`src/rtl/rob_pkg.sv`:
```
package rob_pkg;
  typedef enum logic [1:0] {
    K_ALU    = 2'd0,
    K_STORE  = 2'd1,
    K_BRANCH = 2'd2
  } kind_e;
endpackage

```
`src/rtl/rob_alloc.sv`:
```
module rob_alloc #(
  parameter int DEPTH = 8,
  parameter int AW    = 2,
  parameter int IW    = 3,
  parameter int CW    = 4
) (
  input  logic [IW-1:0]         tail,
  input  logic [CW-1:0]         count,
  input  logic                  block,
  input  logic [AW-1:0]         req,
  output logic [AW-1:0]         gnt,
  output logic [AW-1:0][IW-1:0] tag,
  output logic [CW-1:0]         n_alloc
);
  function automatic logic [CW-1:0] room(input logic [CW-1:0] c);
    return CW'(DEPTH) - c;
  endfunction

  always_comb begin
    logic ok;
    ok      = !block;
    n_alloc = '0;
    for (int i = 0; i < AW; i++) begin
      tag[i] = tail + IW'(i);
      ok     = ok && req[i] && (CW'(i) < room(count));
      gnt[i] = ok;
      if (ok) n_alloc = n_alloc + CW'(1);
    end
  end
endmodule

```
`src/rtl/rob_retire.sv`:
```
module rob_retire #(
  parameter int DEPTH = 8,
  parameter int RW    = 2,
  parameter int IW    = 3,
  parameter int CW    = 4
) (
  input  logic [IW-1:0]    head,
  input  logic [CW-1:0]    count,
  input  logic [DEPTH-1:0] done_v,
  input  logic [DEPTH-1:0] mis_v,
  output logic [RW-1:0]    mask,
  output logic [CW-1:0]    n_ret
);
  always_comb begin
    logic go;
    logic [IW-1:0] idx;
    go    = 1'b1;
    n_ret = '0;
    for (int i = 0; i < RW; i++) begin
      idx     = head + IW'(i);
      go      = go && (CW'(i) < count) && done_v[idx];
      mask[i] = go;
      if (go) begin
        n_ret = n_ret + CW'(1);
        if (mis_v[idx]) go = 1'b0;
      end
    end
  end
endmodule

```
`src/rtl/rob_flush.sv`:
```
module rob_flush #(
  parameter int WBW = 2,
  parameter int IW  = 3,
  parameter int CW  = 4,
  parameter int PW  = 1
) (
  input  logic [IW-1:0]          head,
  input  logic [CW-1:0]          count,
  input  logic [WBW-1:0]         wb_vld,
  input  logic [WBW-1:0]         wb_mis,
  input  logic [WBW-1:0][IW-1:0] wb_tag,
  output logic                   flush,
  output logic [PW-1:0]          fl_port,
  output logic [IW-1:0]          fl_age,
  output logic [WBW-1:0]         wb_ok
);
  function automatic logic [IW-1:0] age_of(input logic [IW-1:0] t, input logic [IW-1:0] h);
    return t - h;
  endfunction

  always_comb begin
    logic [IW-1:0] a;
    flush   = 1'b0;
    fl_port = '0;
    fl_age  = '0;
    for (int j = 0; j < WBW; j++) begin
      a = age_of(wb_tag[j], head);
      if (wb_vld[j] && wb_mis[j] && (CW'(a) < count) && (!flush || a < fl_age)) begin
        flush   = 1'b1;
        fl_port = PW'(j);
        fl_age  = a;
      end
    end
    for (int j = 0; j < WBW; j++) begin
      a        = age_of(wb_tag[j], head);
      wb_ok[j] = wb_vld[j] && (CW'(a) < count) && (!flush || a <= fl_age);
    end
  end
endmodule

```
`src/rtl/spec_reorder_buf.sv`:
```
module spec_reorder_buf #(
  parameter int DEPTH   = 8,
  parameter int ALLOC_W = 2,
  parameter int RET_W   = 2,
  parameter int WB_W    = 2,
  parameter int XLEN    = 32,
  parameter int RAW     = 5,
  localparam int IW     = $clog2(DEPTH),
  localparam int CW     = $clog2(DEPTH + 1),
  localparam int PW     = (WB_W > 1) ? $clog2(WB_W) : 1
) (
  input  logic                          clk,
  input  logic                          rst_n,
  input  logic [ALLOC_W-1:0]            disp_vld,
  input  logic [ALLOC_W-1:0][1:0]       disp_kind,
  input  logic [ALLOC_W-1:0][RAW-1:0]   disp_rd,
  output logic [ALLOC_W-1:0]            disp_gnt,
  output logic [ALLOC_W-1:0][IW-1:0]    disp_tag,
  input  logic [WB_W-1:0]               wb_vld,
  input  logic [WB_W-1:0][IW-1:0]       wb_tag,
  input  logic [WB_W-1:0][XLEN-1:0]     wb_value,
  input  logic [WB_W-1:0][XLEN-1:0]     wb_addr,
  input  logic [WB_W-1:0]               wb_mispred,
  output logic                          redir_vld,
  output logic [XLEN-1:0]               redir_pc,
  output logic [RET_W-1:0]              ret_vld,
  output logic [RET_W-1:0]              rf_we,
  output logic [RET_W-1:0][RAW-1:0]     rf_addr,
  output logic [RET_W-1:0][XLEN-1:0]    rf_data,
  output logic [RET_W-1:0]              st_we,
  output logic [RET_W-1:0][XLEN-1:0]    st_addr,
  output logic [RET_W-1:0][XLEN-1:0]    st_data
);
  import rob_pkg::*;

  typedef struct packed {
    kind_e           kind;
    logic [RAW-1:0]  rd;
    logic [XLEN-1:0] val;
    logic [XLEN-1:0] addr;
    logic            done;
    logic            mis;
  } ent_t;

  ent_t          ent_q [DEPTH];
  logic [IW-1:0] head_q;
  logic [CW-1:0] count_q;

  // named internal events, observed by the checker
  logic [IW-1:0]    tail;
  logic [DEPTH-1:0] done_v, mis_v;
  logic [CW-1:0]    n_alloc, n_ret;
  logic             flush;
  logic [PW-1:0]    fl_port;
  logic [IW-1:0]    fl_age;
  logic [WB_W-1:0]  wb_ok;
  logic [RET_W-1:0] ret_mask;

  assign tail = head_q + count_q[IW-1:0];

  for (genvar s = 0; s < DEPTH; s++) begin : g_vec
    assign done_v[s] = ent_q[s].done;
    assign mis_v[s]  = ent_q[s].mis;
  end

  rob_flush #(.WBW(WB_W), .IW(IW), .CW(CW), .PW(PW)) u_flush (
    .head(head_q), .count(count_q), .wb_vld(wb_vld), .wb_mis(wb_mispred),
    .wb_tag(wb_tag), .flush(flush), .fl_port(fl_port), .fl_age(fl_age), .wb_ok(wb_ok)
  );

  rob_alloc #(.DEPTH(DEPTH), .AW(ALLOC_W), .IW(IW), .CW(CW)) u_alloc (
    .tail(tail), .count(count_q), .block(flush), .req(disp_vld),
    .gnt(disp_gnt), .tag(disp_tag), .n_alloc(n_alloc)
  );

  rob_retire #(.DEPTH(DEPTH), .RW(RET_W), .IW(IW), .CW(CW)) u_retire (
    .head(head_q), .count(count_q), .done_v(done_v), .mis_v(mis_v),
    .mask(ret_mask), .n_ret(n_ret)
  );

  function automatic logic [CW-1:0] next_count(
    input logic f, input logic [IW-1:0] fa, input logic [CW-1:0] c,
    input logic [CW-1:0] na, input logic [CW-1:0] nr);
    return f ? (CW'(fa) + CW'(1) - nr) : (c + na - nr);
  endfunction

  always_ff @(posedge clk) begin
    if (!rst_n) begin
      head_q  <= '0;
      count_q <= '0;
      for (int s = 0; s < DEPTH; s++) begin
        ent_q[s].done <= 1'b0;
        ent_q[s].mis  <= 1'b0;
      end
    end else begin
      for (int j = 0; j < WB_W; j++) begin
        if (wb_ok[j]) begin
          ent_q[wb_tag[j]].done <= 1'b1;
          ent_q[wb_tag[j]].val  <= wb_value[j];
          ent_q[wb_tag[j]].addr <= wb_addr[j];
          ent_q[wb_tag[j]].mis  <= wb_mispred[j];
        end
      end
      for (int i = 0; i < ALLOC_W; i++) begin
        if (disp_gnt[i]) begin
          ent_q[disp_tag[i]].kind <= kind_e'(disp_kind[i]);
          ent_q[disp_tag[i]].rd   <= disp_rd[i];
          ent_q[disp_tag[i]].val  <= '0;
          ent_q[disp_tag[i]].addr <= '0;
          ent_q[disp_tag[i]].done <= 1'b0;
          ent_q[disp_tag[i]].mis  <= 1'b0;
        end
      end
      head_q  <= head_q + n_ret[IW-1:0];
      count_q <= next_count(flush, fl_age, count_q, n_alloc, n_ret);
    end
  end

  assign redir_vld = flush;
  assign redir_pc  = wb_addr[fl_port];

  for (genvar g = 0; g < RET_W; g++) begin : g_lane
    ent_t e;
    assign e          = ent_q[head_q + IW'(g)];
    assign ret_vld[g] = ret_mask[g];
    assign rf_we[g]   = ret_mask[g] && (e.kind != K_STORE) && (e.rd != '0);
    assign rf_addr[g] = e.rd;
    assign rf_data[g] = e.val;
    assign st_we[g]   = ret_mask[g] && (e.kind == K_STORE);
    assign st_addr[g] = e.addr;
    assign st_data[g] = e.val;
  end
endmodule

```
`config.mk`:
```
export PLATFORM = sky130hd
export DESIGN_NAME = spec_reorder_buf
export DESIGN_NICKNAME = d
export VERILOG_FILES = /design/src/rtl/rob_pkg.sv /design/src/rtl/rob_alloc.sv /design/src/rtl/rob_retire.sv /design/src/rtl/rob_flush.sv /design/src/rtl/spec_reorder_buf.sv
export SDC_FILE = /design/constraint.sdc
export NUM_CORES = 2
export LEC_CHECK = 0
export BUFFER_PORTS_ARGS = -buffer_cell sky130_fd_sc_hd__buf_2
export CORE_UTILIZATION = 25
export CTS_CLUSTER_SIZE = 28
export DETAILED_ROUTE_END_ITERATION = 7
export PLACE_DENSITY = 0.43
export REMOVE_ABC_BUFFERS = 1
export SLEW_MARGIN = 15
export SYNTH_ARGS = -nofsm -noshare
export SYNTH_HDL_FRONTEND = slang
export SYNTH_SLANG_ARGS = --single-unit
export TNS_END_PERCENT = 5
```
`constraint.sdc`:
```
create_clock -name clk -period 7.7 [get_ports clk]
set_input_delay 1.54 -clock clk [delete_from_list [all_inputs] [get_ports clk]]
set_output_delay 1.54 -clock clk [all_outputs]
set_load 0.1 [all_outputs]
```
After elaboration in Yosys (flattened, before gate mapping). Memories as Yosys holds them, arrays and structs flattened. A register that Yosys moved wholly into a read port is not among the register bits. Index checks and enable logic that the tools add are counted. W data, S select, Z words.

Bits of input ports: 156. Bits in writable memories: 584. Bits in latches: 0. Memories kept: 1. ROM bits: 0. Register bits: 7.

Memory list: ent_q (depth 8, width 73, read ports 10, clocked after Yosys merged registers in 1, wr ports 8, line spec_reorder_buf.sv:45) `ent_t ent_q [DEPTH];`.

$mul: 0. Div/mod/pow operators: 0. Reductions and logical operators: 33. Bitwise gates (word level): 0. Order comparisons: 12. Mux-type cells: 46. Equal/unequal tests: 4. $add $sub $neg: 13. Shift-type cells: 0.

Operators by type and width (count): $mux W73 (4); $reduce_or A73 Y1 (4); $mux W32 (2); $mux W3 (9); $mux W1 (23); $logic_and A1 B1 Y1 (22); $lt A1 B4 Y1 const A (4); $mux W4 (3); $reduce_bool A5 Y1 (2); $bmux W1 S3 (3); $lt A3 B4 Y1 (2); $lt A3 B4 Y1 const B (2); $sub A4 B4 Y4 (2); $add A3 B1 Y3 const B (2); $add A3 B3 Y3 (2); $le A3 B3 Y1 (2); $sub A3 B3 Y3 (2); $add A3 B1 Y4 const B (1); $add A4 B1 Y4 const B (1); $add A4 B4 Y4 (1); $eq A2 B1 Y1 const B (2); $mux W2 (2); $ne A2 B1 Y1 const B (2); $sub A4 B4 Y4 const A (1); 5 further kinds (8).

Logic depth before layout (Yosys ltp).
Depth after elaboration: 18. Mapped depth: 31. Gate-level depth less buffers: 24.

Hierarchy. Synthesis repeated with hierarchy kept, for this count alone.

Cell total of the unflattened synthesis: 3669. Area, all modules: 37242.0 µm².

Modules (own cells, without submodules): spec_reorder_buf (cells an instance 3557, area an instance 36209.7 µm², seq. area each 12391.9 µm², instances 1); rob_flush (cells an instance 67, area an instance 596.8 µm², seq. area each 0.0 µm², instances 1); rob_retire (cells an instance 19, area an instance 260.2 µm², seq. area each 0.0 µm², instances 1); rob_alloc (cells an instance 26, area an instance 175.2 µm², seq. area each 0.0 µm², instances 1).

Worst setup path before layout. Ideal clock, no wire load.

Kind: input -> register. Start: input port wb_tag[0] in the netlist's numbering. End: register count_q[3]. Setup time: 0.088 ns. Data required time: 7.612 ns. Arrival: 7.741 ns. Cell stages on the path: 24. Slack: -0.129 ns. Cells stage by stage: clkbuf_1 inv_1 ha_1 inv_1 fa_1 xnor2_1 xnor2_2 inv_1 ha_1 o21bai_2 a22oi_4 nand2_1 clkbuf_1 nor2_1 ha_1 inv_1 fa_1 inv_1 ha_1 a21o_1 a21oi_1 xor2_1 nor2_1 a211oi_1.

Cells in the longest elaborated chain, start to end: 17.

RTL lines: from (decl) (line spec_reorder_buf.sv:20) `input logic [WB_W-1:0][IW-1:0] wb_tag,`; $sub A3 B3 Y3 (*) (line rob_flush.sv:18) `return t - h;`; $lt A3 B4 Y1 (line rob_flush.sv:28) `if (wb_vld[j] && wb_mis[j] && (CW'(a) < count) && (!flush || a < fl_age)) begin`; $logic_and A1 B1 Y1 (line rob_flush.sv:28); $mux W3 or $mux W1 (tied branches) (line rob_flush.sv:28); $lt A3 B3 Y1 or $logic_not A1 Y1 (tied branches) (line rob_flush.sv:28); $logic_or A1 B1 Y1 (line rob_flush.sv:28); $logic_and A1 B1 Y1 (line rob_flush.sv:28); $mux W1 (*) (line rob_flush.sv:28); named net redir_vld (line spec_reorder_buf.sv:24) `output logic redir_vld,`; $logic_not A1 Y1 (*) (line rob_alloc.sv:21) `ok = !block;`; $logic_and A1 B1 Y1 (*) (4 in a row) (line rob_alloc.sv:25) `ok = ok && req[i] && (CW'(i) < room(count));`; named net disp_gnt[1] (line spec_reorder_buf.sv:17) `output logic [ALLOC_W-1:0] disp_gnt,`; $mux W4 (*) (line rob_alloc.sv:27) `if (ok) n_alloc = n_alloc + CW'(1);`; $add A4 B4 Y4 (*) (line spec_reorder_buf.sv:84) `return f ? (CW'(fa) + CW'(1) - nr) : (c + na - nr);`; $sub A4 B4 Y4 (*) (line spec_reorder_buf.sv:84); $mux W4 (*) (line spec_reorder_buf.sv:84); to (signal assigned) (line spec_reorder_buf.sv:115) `count_q <= next_count(flush, fl_age, count_q, n_alloc, n_ret);`; to (decl) (line spec_reorder_buf.sv:47) `logic [CW-1:0] count_q;`.

The timed path passes the listed nets; every way through them passes the cells marked *. A chain may end at the register's enable or synchronous reset.

Worst setup path after layout.
Start: input port wb_tag[0] in the netlist's numbering. End: output port redir_pc[12].

Cells in the longest elaborated chain, start to end: 10.

RTL lines: $sub A3 B3 Y3 (*) (line rob_flush.sv:18); $lt A3 B4 Y1 (line rob_flush.sv:28); $logic_and A1 B1 Y1 (line rob_flush.sv:28); $mux W3 or $mux W1 (tied branches) (line rob_flush.sv:28); $lt A3 B3 Y1 or $logic_not A1 Y1 (tied branches) (line rob_flush.sv:28); $logic_or A1 B1 Y1 (*) (line rob_flush.sv:28); $logic_and A1 B1 Y1 (*) (line rob_flush.sv:28); $mux W1 (*) (line rob_flush.sv:28); $mux W32 (not written as such) (*) (2 in a row) (line spec_reorder_buf.sv:120) `assign redir_pc = wb_addr[fl_port];`; to (decl) (line spec_reorder_buf.sv:25) `output logic [XLEN-1:0] redir_pc,`.

Mark *: on every way between the ends. The rest lies on a longest branch, timed or not. The select of a mux whose other input is x is not followed.

==> results.toml <==
[placement]
placed_cell_area_um2 = 42800
hpwlAfterDp_mm = 115
placed_cells_incl_taps = 6062
port-buffer-count = 404
place_congestion = 0.788

[detailed_routing]
wire_per_inst_um = 33.6
drtIter0Drc = 4872
dr_total_vias = 39800
postRouteAntennaNets = 0
drc_errors = 0
drt_first_pass_iters = 5
finalWirelength_mm = 209
post_drt_via_cell_ratio = 6.41

[timing]
setup_repair_after_global_routing_missed_its_margin = "no"
timing_worst_slew_pin_value_ps = 1200
fmaxAchievable_ghz = 0.133
setup_total_negative_slack_ps = 0
period_share = 0.974
report.final.hold_viol_count = 0
worst_slew_margin_relative_to_its_limit = 0.201
finalSetupViolCount = 0
maximum_clock_skew_at_final_layout_ps = 28.9
period_minus_slack_ps = 7500
final_max_slew_viol_count = 0

[power_and_ir_drop]
power_per_cell_area_nw_per_um2 = 461
total_power_mw = 21.0
vdd_drop_max_mv = 0.488
p_leak_nw = 14.9

[setup_path]
startpoint_type = "primary input"
worstSetupEndpointType = "output port"
cp_num_buf_inv = 6
slowest_delay_ps = 480
endpoint_arrival_time_on_the_critical_path_ps = 5960
cp_data_required_time_ps = 6160
critical_path.cell_chain = "buf_4 > inv_1 > ha_1 > inv_1 > fa_1 > xnor2_1 > xnor2_2 > inv_1 > ha_1 > o21bai_2 > a22o_1 > nand3_1 > ha_1 > a211oi_1 > o31ai_4 > buf_12 > mux2_2 > buf_2"
family_with_the_most_delay_on_the_worst_path = "adder cells"
crit_fanout = 35
reg2reg_depth = 24
r2r_start = "head_q[1]"
slowest_stage = "sky130_fd_sc_hd__buf_2"
setup.reg_to_reg.worst_slack_ps = 1340
critical_path.reg2reg.endpoint = "ent_q[6][25]"
worst_path_class_setup = "primary input to output port"

[layout]
nets = 4288
post_route_cells_drive_above_1_share = 0.298
syn2layout_area_growth_pct = 16.1
postLayoutCellArea_um2 = 45500
fillers = 15900
final_core_util = 0.294
layoutNonFillerInstCount = 6211

[logic_synthesis]
synth_area_leaders = "sky130_fd_sc_hd__dfxtp_1 (27%), sky130_fd_sc_hd__mux4_2 (16%), sky130_fd_sc_hd__a311oi_1 (11%)"
synth-seq-area-share = 0.316
post-synth-top-count-cell = "sky130_fd_sc_hd__dfxtp_1"
ys_seq_elements = 591
synth.cell_area_um2 = 39200
synth_ff_type = "sky130_fd_sc_hd__dfxtp_1"
synthDominantCellAreaShare = 0.273
post_synth_most_frequent_cells = "sky130_fd_sc_hd__dfxtp_1 (535), sky130_fd_sc_hd__nor3_1 (531), sky130_fd_sc_hd__a311oi_1 (505)"
syn-mean-instance-area_um2 = 9.31
yosys.cell_types.count = 64
yosys_warnings = 0
synthesis.instances = 4210
synth-edff-count = 56
postSynth.asyncResetShare = 0
yosys.area.top_type = "sky130_fd_sc_hd__dfxtp_1"

[clock_tree]
clk_path_buf_depth = 3
cts.sinks = 591
tritoncts.num_buffers = 80
post_cts.repair.setup_buffers = 0
cts_tree = "built"
postCtsResizedCells = 0
clk_latency_ps = 700
htree_num_levels = 3
cts.root.buffer_cell = "sky130_fd_sc_hd__clkbuf_16"
clkSlewWorstSetupHoldPaths_ps = 60
hold_buffers = 0

[floorplan]
num_rows = 144
initial_core_util = 0.253
floorplan.core_area_um2 = 155000
die_width_um = 398
chipHeight_um = 398
boundaryPins = 405
die-area_um2 = 158000

[global_route]
gr-usage-all-layers = 0.254
grt_first_pass_wirelength_mm = 294
maximum_number_of_pins_on_one_net_before_global_route_repair = 97
grt_antenna_before_repair = 32
vias_in_the_first_global_route = 38000
globalRoute.totalOverflow = 0

[run]
timing.max_cap.violations = 0

[worst_hold_path]
hold_path_class = "register to register"
worstHoldStart = "ent_q[7][65]"
min_delay_path_depth = 2
holdPathEnd = "ent_q[7][65]"

[run_status]
result_of_the_run = "finished, final reports clean"
[cell families after synthesis]
logic type	after synthesis	share of synthesized area
AO/OA/AOI/OAI	1151	0.210
XOR/XNOR	13	0.00310
adder cells (fa/ha/maj)	32	0.0116
buffers and inverters	797	0.0917
flip-flops	591	0.316
multiplexers	460	0.214
AND/OR/NAND/NOR	1166	0.153
[metal layers]
metal / GRT usage / routed length [µm] / vias to the layer above
met4: 0.0823 / 6350 / 32
met1: 0.356 / 90100 / 20500
li1: - / - / 16400
met3: 0.0569 / 19900 / 441
met5: 0 / 196 / -
met2: 0.382 / 92100 / 2403
[cell usage in the layout (no fill, tap or decap), types with 7 or more instances in the layout]
cell type                   netlist  layout
sky130_fd_sc_hd__or2_4            0      18
sky130_fd_sc_hd__a22oi_1          7       7
sky130_fd_sc_hd__nand2_1         10       8
sky130_fd_sc_hd__buf_12           0      76
sky130_fd_sc_hd__dfxtp_1        535     532
sky130_fd_sc_hd__a21oi_1         17      17
sky130_fd_sc_hd__buf_4           94     103
sky130_fd_sc_hd__nand3_1        464     461
sky130_fd_sc_hd__bufinv_16        0       7
sky130_fd_sc_hd__clkbuf_16        0      84
sky130_fd_sc_hd__a311oi_1       505     505
sky130_fd_sc_hd__a311oi_2        15      15
sky130_fd_sc_hd__o21ai_1         64      64
sky130_fd_sc_hd__xnor2_1          7       7
sky130_fd_sc_hd__clkinv_2         0      17
sky130_fd_sc_hd__nand2b_1        16      15
sky130_fd_sc_hd__mux4_2         286     286
sky130_fd_sc_hd__inv_1           30      29
sky130_fd_sc_hd__mux2_2         171     171
sky130_fd_sc_hd__clkbuf_8         0      16
sky130_fd_sc_hd__buf_2          130     396
sky130_fd_sc_hd__a22o_1          58      58
sky130_fd_sc_hd__fa_1             7       7
sky130_fd_sc_hd__ha_1            25      24
sky130_fd_sc_hd__nor3_1         531     531
sky130_fd_sc_hd__nor2_1          27      21
sky130_fd_sc_hd__nand4_1         70      70
sky130_fd_sc_hd__o211ai_1         8       8
sky130_fd_sc_hd__o21ai_0        449     449
sky130_fd_sc_hd__clkbuf_1       371      13
sky130_fd_sc_hd__edfxtp_1        56      56
[worst register-to-register path, delay by kind of cell (launching register included)]
family / cells / cell delay, ps
flip-flops: 1 / 520
AND/OR/NAND/NOR: 4 / 560
adder cells (fa/ha/maj): 4 / 1340
AO/OA/AOI/OAI: 9 / 2190
buffers and inverters: 5 / 1200
XOR/XNOR: 2 / 430
[sequential cells by signal, indices dropped and copies added (netlist names)]
register and cells:
count_q 4, head_q 3, ent_q 584
[how the worst max path moves through the flow]
stage                   start  slack, ps  cells after the start           end
finish              wb_tag[0]        200                     18  redir_pc[12]
global route        wb_tag[0]          3                     18  redir_pc[12]
CTS                 wb_tag[0]        260                     18  redir_pc[12]
detailed placement  wb_tag[0]        280                     18  redir_pc[12]
global placement    wb_tag[0]        230                     27  ent_q[2][30]
floorplan           head_q[0]     -21730                     20  ent_q[5][41]
[cell type report]
type | instances | area (µm²) | share of cell area
diodes | 3 | 7.51 | 0.000165
clock buffers | 113 | 2370 | 0.0521
clock inverters | 33 | 367 | 0.00806
inverters | 30 | 115 | 0.00253
multi-input cells | 2822 | 23400 | 0.514
flip-flops and latches | 591 | 12400 | 0.273
well taps | 2044 | 2560 | 0.0562
repair buffers | 575 | 4280 | 0.0940
[stage by stage]
stage	hold WS, ps	setup slack, ps
after detailed placement	507	284
final	515	202
after global placement	498	232
after CTS	515	261
after global routing	535	3.22
after floorplan	479	-21730
[where the power goes]
group	internal, mW	total (mW)	switching, mW
combinational	3.38	11.6	8.21
sequential	4.46	5.38	0.912
clock	2.38	4.00	1.62
Note: power is estimated with default switching activity, not from simulation.
